===== src/rtl/ckdiv_pkg.sv =====
package ckdiv_pkg;
  localparam int CKD_WAIT_LSB = 16;
  localparam int CKD_HOLD_LSB = 20;
  localparam int CKD_BYP_POS  = 24;
  localparam int CKD_UPD_POS  = 25;
  localparam int CKD_MIN_CFG_W = CKD_UPD_POS + 1;

  // full output period in source cycles for a pair of counts
  function automatic int unsigned ckd_period(input int unsigned w, input int unsigned h);
    return w + h + 2;
  endfunction
endpackage


===== src/rtl/ckdiv_cfg.sv =====
module ckdiv_cfg
  import ckdiv_pkg::*;
#(
  parameter int FIELD_W = 4,
  parameter int CFG_W   = 32
) (
  input  logic               clk,
  input  logic               rst_n,
  input  logic               wr_en,
  input  logic [CFG_W-1:0]   wr_data,
  input  logic               commit,
  output logic [FIELD_W-1:0] pend_wait,
  output logic [FIELD_W-1:0] pend_hold,
  output logic               byp_q,
  output logic               upd_q,
  output logic [CFG_W-1:0]   rd_data
);
  // bits of the written word that are not stored are reduced here
  logic wr_unused;
  assign wr_unused = ^wr_data;

  function automatic logic [FIELD_W-1:0] field_at(input logic [CFG_W-1:0] w, input int lsb);
    return w[lsb +: FIELD_W];
  endfunction

  always_ff @(posedge clk or negedge rst_n) begin
    if (!rst_n) begin
      pend_wait <= '0;
      pend_hold <= '0;
      byp_q     <= 1'b0;
    end else if (wr_en) begin
      pend_wait <= field_at(wr_data, CKD_WAIT_LSB);
      pend_hold <= field_at(wr_data, CKD_HOLD_LSB);
      byp_q     <= wr_data[CKD_BYP_POS];
    end
  end

  // request is set by software only and cleared by hardware only
  always_ff @(posedge clk or negedge rst_n) begin
    if (!rst_n)
      upd_q <= 1'b0;
    else if (wr_en && wr_data[CKD_UPD_POS])
      upd_q <= 1'b1;
    else if (commit)
      upd_q <= 1'b0;
  end

  always_comb begin
    rd_data = '0;
    rd_data[CKD_WAIT_LSB +: FIELD_W] = pend_wait;
    rd_data[CKD_HOLD_LSB +: FIELD_W] = pend_hold;
    rd_data[CKD_BYP_POS]             = byp_q;
    rd_data[CKD_UPD_POS]             = upd_q;
  end
endmodule


===== src/rtl/ckdiv_phase.sv =====
module ckdiv_phase #(
  parameter int FIELD_W = 4
) (
  input  logic               clk,
  input  logic               rst_n,
  input  logic               byp,
  input  logic               upd,
  input  logic [FIELD_W-1:0] pend_wait,
  input  logic [FIELD_W-1:0] pend_hold,
  output logic               div_q,
  output logic               period_end,
  output logic               commit,
  output logic [FIELD_W-1:0] act_wait,
  output logic [FIELD_W-1:0] act_hold
);
  logic [FIELD_W-1:0] cnt_q;
  logic wait_done;
  logic hold_done;

  function automatic logic phase_over(input logic [FIELD_W-1:0] c, input logic [FIELD_W-1:0] lim);
    return c == lim;
  endfunction

  assign wait_done  = div_q && phase_over(cnt_q, act_wait);
  assign hold_done  = !div_q && phase_over(cnt_q, act_hold);
  assign period_end = !byp && hold_done;
  assign commit     = upd && (byp || period_end);

  always_ff @(posedge clk or negedge rst_n) begin
    if (!rst_n) begin
      act_wait <= '0;
      act_hold <= '0;
    end else if (commit) begin
      act_wait <= pend_wait;
      act_hold <= pend_hold;
    end
  end

  always_ff @(posedge clk or negedge rst_n) begin
    if (!rst_n) begin
      div_q <= 1'b1;
      cnt_q <= '0;
    end else if (byp) begin
      div_q <= 1'b1;
      cnt_q <= '0;
    end else if (wait_done) begin
      div_q <= 1'b0;
      cnt_q <= '0;
    end else if (hold_done) begin
      div_q <= 1'b1;
      cnt_q <= '0;
    end else begin
      cnt_q <= cnt_q + 1'b1;
    end
  end
endmodule


===== src/rtl/ckdiv_wait_hold.sv =====
module ckdiv_wait_hold
  import ckdiv_pkg::*;
#(
  parameter int FIELD_W = 4,
  parameter int CFG_W   = 32
) (
  input  logic             clk,
  input  logic             rst_n,
  input  logic             wr_en,
  input  logic [CFG_W-1:0] wr_data,
  output logic [CFG_W-1:0] rd_data,
  output logic             div_clk
);
  logic [FIELD_W-1:0] pend_wait;
  logic [FIELD_W-1:0] pend_hold;
  logic [FIELD_W-1:0] act_wait;
  logic [FIELD_W-1:0] act_hold;
  logic byp_q;
  logic upd_q;
  logic div_q;
  logic period_end;
  logic commit;

  ckdiv_cfg #(.FIELD_W(FIELD_W), .CFG_W(CFG_W)) u_cfg (
    .clk       (clk),
    .rst_n     (rst_n),
    .wr_en     (wr_en),
    .wr_data   (wr_data),
    .commit    (commit),
    .pend_wait (pend_wait),
    .pend_hold (pend_hold),
    .byp_q     (byp_q),
    .upd_q     (upd_q),
    .rd_data   (rd_data)
  );

  ckdiv_phase #(.FIELD_W(FIELD_W)) u_phase (
    .clk        (clk),
    .rst_n      (rst_n),
    .byp        (byp_q),
    .upd        (upd_q),
    .pend_wait  (pend_wait),
    .pend_hold  (pend_hold),
    .div_q      (div_q),
    .period_end (period_end),
    .commit     (commit),
    .act_wait   (act_wait),
    .act_hold   (act_hold)
  );

  assign div_clk = byp_q ? clk : div_q;
endmodule


===== config.mk =====
export PLATFORM = sky130hd
export DESIGN_NAME = ckdiv_wait_hold
export DESIGN_NICKNAME = d
export VERILOG_FILES = /design/src/rtl/ckdiv_pkg.sv /design/src/rtl/ckdiv_cfg.sv /design/src/rtl/ckdiv_phase.sv /design/src/rtl/ckdiv_wait_hold.sv
export SDC_FILE = /design/constraint.sdc
export NUM_CORES = 1
export LEC_CHECK = 0
export ABC_AREA = 0
export BUFFER_PORTS_ARGS = -buffer_cell sky130_fd_sc_hd__buf_2
export CORE_MARGIN = 3
export CORE_UTILIZATION = 47
export DETAILED_ROUTE_END_ITERATION = 12
export PLACE_DENSITY = 0.8
export SLEW_MARGIN = 40
export SYNTH_ARGS = -nofsm -noshare
export SYNTH_HDL_FRONTEND = slang
export SYNTH_HIERARCHICAL = 1
export SYNTH_SLANG_ARGS = --single-unit

===== constraint.sdc =====
create_clock -name clk -period 1.9 [get_ports clk]
set_input_delay 0.38 -clock clk [delete_from_list [all_inputs] [get_ports clk]]
set_output_delay 0.38 -clock clk [all_outputs]
set_load 0.005 [all_outputs]

==> results of run 1 <==
## registers in the layout, summed over array words and instances (netlist names)
name / cells
u_cfg/pend_hold: 4
u_cfg/pend_wait: 4
u_phase/act_hold: 4
u_phase/act_wait: 4
u_phase/cnt_q: 4
u_cfg/byp_q: 1
u_cfg/upd_q: 1
u_phase/div_q: 1
## what timing repair did
item / in CTS / in global routing
resized for setup: 1 / 0
hold buffers: 1 / 0
endpoints found under the hold margin: 22 / 0
endpoints found under the setup margin: 1 / 0
## metal layers
layer / routed length (µm) / track usage [%]
met1: 1140 / 18.4
met2: 1440 / 24.0
met3: 227 / 1.98
met4: 66 / 12.1
met5: 0 / 0
## final timing paths
check,to,slack [ns],cells past startpoint
worst min register to register,u_phase/div_q,0.54,2
worst max register to register,u_phase/act_hold[2],0.26,4
max in group asynchronous,u_phase/div_q,1.09,2
min in group asynchronous,u_phase/cnt_q[2],0.45,2
worst max-delay path,div_clk,0.08,3
worst min-delay path,u_cfg/upd_q,0.17,3
## final cells by class
cell class                 count  area, µm²  share of cell area (%)
inverter                      11       41.3                    2.69
timing repair buffer          26        143                    9.30
sequential                    23        577                    37.6
clock buffer                   7       52.6                    3.43
tap                           44       55.1                    3.59
multi-input combinational     91        666                    43.4
## worst register-to-register path: cells and delay by family, from the launching register on
kind             cells  cell delay (ns)
AO/OA/AOI/OAI        2             0.52
flip-flops           1             0.46
AND/OR/NAND/NOR      1             0.34
XOR/XNOR             1             0.19
## power groups by stage
stage               Sequential, mW  Combinational [mW]  Clock (mW)
global placement             0.682               0.360      0.0314
global route                 0.698               0.429       0.378
floorplan                    0.653               0.388      0.0214
detailed placement           0.692               0.381      0.0314
CTS                          0.682               0.385       0.352
finish                       0.683               0.388       0.345
## per-stage QoR
| stage | cell area, µm² | hold slack, ns | cells | utilization [%] |
|---|---|---|---|---|
| global route | 1530 | 0.160 | 202 | 49.8 |
| floorplan | 1600 | 0.0844 | 164 | - |
| CTS | 1530 | 0.161 | 202 | 49.8 |
| finish | 1530 | 0.165 | 202 | 49.8 |
| detailed placement | 1480 | 0.381 | 195 | 48.0 |
| global placement | 1480 | 0.375 | 195 | 48.0 |
==> run metrics, run 1 <==
Seq pwr share between 40 and 50%; Synth Instances about 140; nets@finish between 150 and 200; number of max-cap violations 0; outcome completed; Final Setup Violations 0; vias per cell between 5 and 6; DR WL/cell around 14 µm; design internal power a little over 0.9 mW; Rows 20; synth warn 6; antenna violation net count after detailed routing 0; Clock power frac between 20% and 30%; Detailed Routing Iterations Pass 1 4; Overflow after GRT 0; core area roughly 3000 µm²; critical-path cell with the highest stage delay mux2_4; Critical R2R Launch u_phase/cnt_q[1]; Setup CP Type clock port to output port; die height about 63 µm; Critical Path Source clk; Die X between 60 and 70 µm; CP required about 1.5 ns; Placer Congestion ~0.8; PortBufs 23; net load switching power around 0.49 mW; synthesized area 1520 µm²; DP Wirelength roughly 2 mm; clk_skew around 0.0011 ns; largest net degree at the start of global routing 24; Slew Limit Fails 0; antenna diode count 0; Fin. Hold Viols 0; DR iter-0 viols 116; fillers between 200 and 300; Layout area overhead 0.657%; Starting Density roughly half; vias in the first global route 1115; family with the most delay on the worst path multiplexers; Final Worst Setup Slack 0.0836 ns; Leakage ~0.76 nW; # IOs just under 70; RSZ-0062 raised after global routing no; CP max FO 2; Die ar. about 4000 µm²; Post-CTS Setup Inserts 0; first-pass GRT wire length around 4.7 mm; hold wc startpoint wr_data[25]; Worst VDD drop 512 µV; ratio of cells with drive above 1 in the final layout 27.8%; WL final ~2.9 mm; initial antenna violation count 0; CP peak stage delay around 0.26 ns; Slew headroom between 60% and 70%; vias ~1100; Sw Ratio between 30% and 40%; CTS clk-pin slew, worst paths 0.13 ns; pre-CTS setup slack 0.217 ns; Global Route Usage Sum 15.2%; HP Class input port to register; Pwr per Cell Area 923 nW/µm²; Crit path arrival time between 1 and 1.5 ns; drt drc 0; Worst Max-Slew Pin Slew 0.516 ns; worst-path cell chain clkbuf_4, mux2_4, buf_6; Avg Inst Size Synth 10.7 µm²; TritonCTS clock tree yes; most frequent cells in the layout 22 x buf_2, 22 x conb_1, 22 x dfrtp_1; Clk Latency, worst-skew pair approximately 0.42 ns; Buf+Inv Stages, Crit Path 2; crit end category output port; Gate power share 27.4%; Fin Setup TNS 0 ns; type of origin of the critical path clock port; total chip power roughly 1.4 mW
Note: power is estimated with default switching activity, not from simulation.
==> inputs of run 2 (changes only) <==
CORE_UTILIZATION = 35   (was 47)
PLACE_DENSITY = not set   (was 0.8)
SYNTH_HIERARCHICAL = not set   (was 1)
==> run metrics, run 2 <==
outcome completed; vias 1068; top cell type by total area after synthesis dfrtp_1; RSZ-0062 raised after global routing no; nets@finish approximately 190; initial antenna violation count 0; first-pass GRT wire length 4.78 mm; CP required 1.52 ns; Synth cell types 31; largest net degree at the start of global routing 24; most frequent cells in the layout 23 x buf_2, 22 x conb_1, 21 x dfrtp_1; Final Worst Setup Slack about 0.10 ns; Clk Latency, worst-skew pair roughly 0.37 ns; WL final about 2.8 mm; total chip power about 1.4 mW; # IOs 68; PortBufs 23; cell mode on critical path clkbuf_8; mux cell area share after synthesis slightly above 7%; Rows 22; synth top area cells dfrtp_1 39%, buf_4 13%, mux2_2 7.1%; XOR/XNOR Fraction of Synth Area under 10%; routed wl met3 261 µm; Crit path arrival time roughly 1.4 ns; #FFs+latches synth 23; clk_skew between 0.002 and 0.0025 ns; number of max-cap violations 0; Synth Area in Compound Gates between 10% and 20%; synthesized area between 1000 and 1500 µm²; die height between 60 and 70 µm; drt drc 0; Placed Area 1440 µm²; TritonCTS clock tree yes; Hold Path Stages 2; pre-CTS setup slack approximately 0.3 ns; CP peak stage delay 0.13 ns; family with the most delay on the worst path buffers and inverters; sequential area share after synthesis around 41%; Overflow after GRT 0; Worst Max-Slew Pin Slew between 0.6 and 0.7 ns; antenna violation net count after detailed routing 0; number of flops mapped to enable cells by yosys 0; Global Route Usage Sum 12.5%; worst hold slack 0.237 ns; met2 WL post-DR 1.39 mm; vias in the first global route around 1100; Die ar. just under 5000 µm²; Final Setup Violations 0; synth cell count leaders 24 x buf_4, 22 x dfrtp_1, 9 x inv_1, 9 x mux2_2; synth warn 0; Slew headroom between 50 and 60%; design area about 1500 µm²; CTS clk-pin slew, worst paths around 0.080 ns; FF-to-FF path depth 4; Fin. Hold Viols 0; Setup CP Type clock port to output port; area taken by multi-input logic gates 637 µm²; Worst VDD drop between 400 and 500 µV; Starting Density approximately 38%; type of origin of the critical path clock port; Detailed Routing Iterations Pass 1 5; area share of the largest cell type after synthesis around two fifths; commonest non-fill, non-tap cell in the layout buf_2; Post-Synth Simple-Gate Area between 10% and 20%; core area 3770 µm²; Leakage between 0.7 and 0.8 nW; critical-path cell with the highest stage delay buf_2; DR iter-0 viols 56; Synth Area in Adders less than 1%; top-count cell post-synth buf_4; Pwr per Cell Area ~900 nW/µm²; Synth Instances around 130; Slew Limit Fails 0; Fin Setup TNS 0 ns; top_reg_cell synth dfrtp_1; fillers 369; worst-path cell chain clkbuf_8, clkbuf_8, nand2_1, o21ai_0, buf_2; vias per cell ~5.2; crit end category output port; Storage cell area about 580 µm²; Avg Inst Size Synth 10.6 µm²; Die X approximately 70 µm; DR WL/cell roughly 14 µm; Worst path depth 5; DP Wirelength between 2 and 2.5 mm; ratio of cells with drive above 1 in the final layout a little under a third; CP max FO 2; Layout area overhead 8.74%; Buf+Inv Stages, Crit Path 3; HP Class input port to register; ys async rst share between 90% and 100%; antenna diode count 0; met1 wire length approximately 1.1 mm; combinational family with the most area after synthesis buffers and inverters; Placer Congestion approximately 0.74; top sig layer met4
==> run 2: area by class of cell <==
cell class	instances	share of cell area, %
Clock buffer	8	5.93
Inverter	10	2.60
Multi-Input combinational cell	91	41.3
Sequential cell	23	37.5
Tap cell	48	3.90
Timing Repair Buffer	25	8.77
==> run 2: final timing paths <==
kind | slack, ns | endpoint | start
worst max-delay path | 0.10 | div_clk | clk
min in group asynchronous | 0.51 | u_cfg.pend_wait[0] | rst_n
worst min register to register | 0.55 | u_phase.div_q | u_phase.div_q
max in group asynchronous | 1.02 | u_cfg.byp_q | rst_n
worst min-delay path | 0.24 | u_cfg.pend_wait[3] | wr_data[19]
worst max register to register | 0.30 | u_phase.act_hold[0] | u_phase.cnt_q[1]
==> run 2: cells by family (layout without fill, tap and decap cells) <==
logic type,after synthesis,in the layout
other cells,1,22
mux,9,9
flops,23,23
buf+inv,41,43
simple gates,29,29
fa+ha+maj,1,1
compound gates,20,20
xor+xnor,10,10
==> run 2: report_power, final <==
part / total (mW) / internal [mW] / switching (mW) / leakage, nW
Clock: 0.491 / 0.293 / 0.198 / 0.0511
Sequential: 0.630 / 0.550 / 0.0803 / 0.257
Combinational: 0.272 / 0.134 / 0.138 / 0.414
Total: 1.39 / 0.977 / 0.416 / 0.722
==> run 2: what timing repair did <==
action | in CTS | in global routing
gates resized for setup | 0 | 1
hold endpoints to repair | 22 | 0
buffers inserted | 0 | 0
hold buffers | 1 | 0
endpoints found under the setup margin | 0 | 3
==> run 2: metrics by stage <==
stage,cells,util [%]
after floorplan,155,-
after global placement,197,38.3
after detailed placement,197,38.3
after CTS,205,40.8
after global routing,205,40.9
final,205,40.9
==> run 2: metal layers <==
layer,global-route usage (%),vias up
li1,-,491
met1,13.8,515
met2,20.3,56
met3,4.35,6
met4,8.30,0
met5,0,-
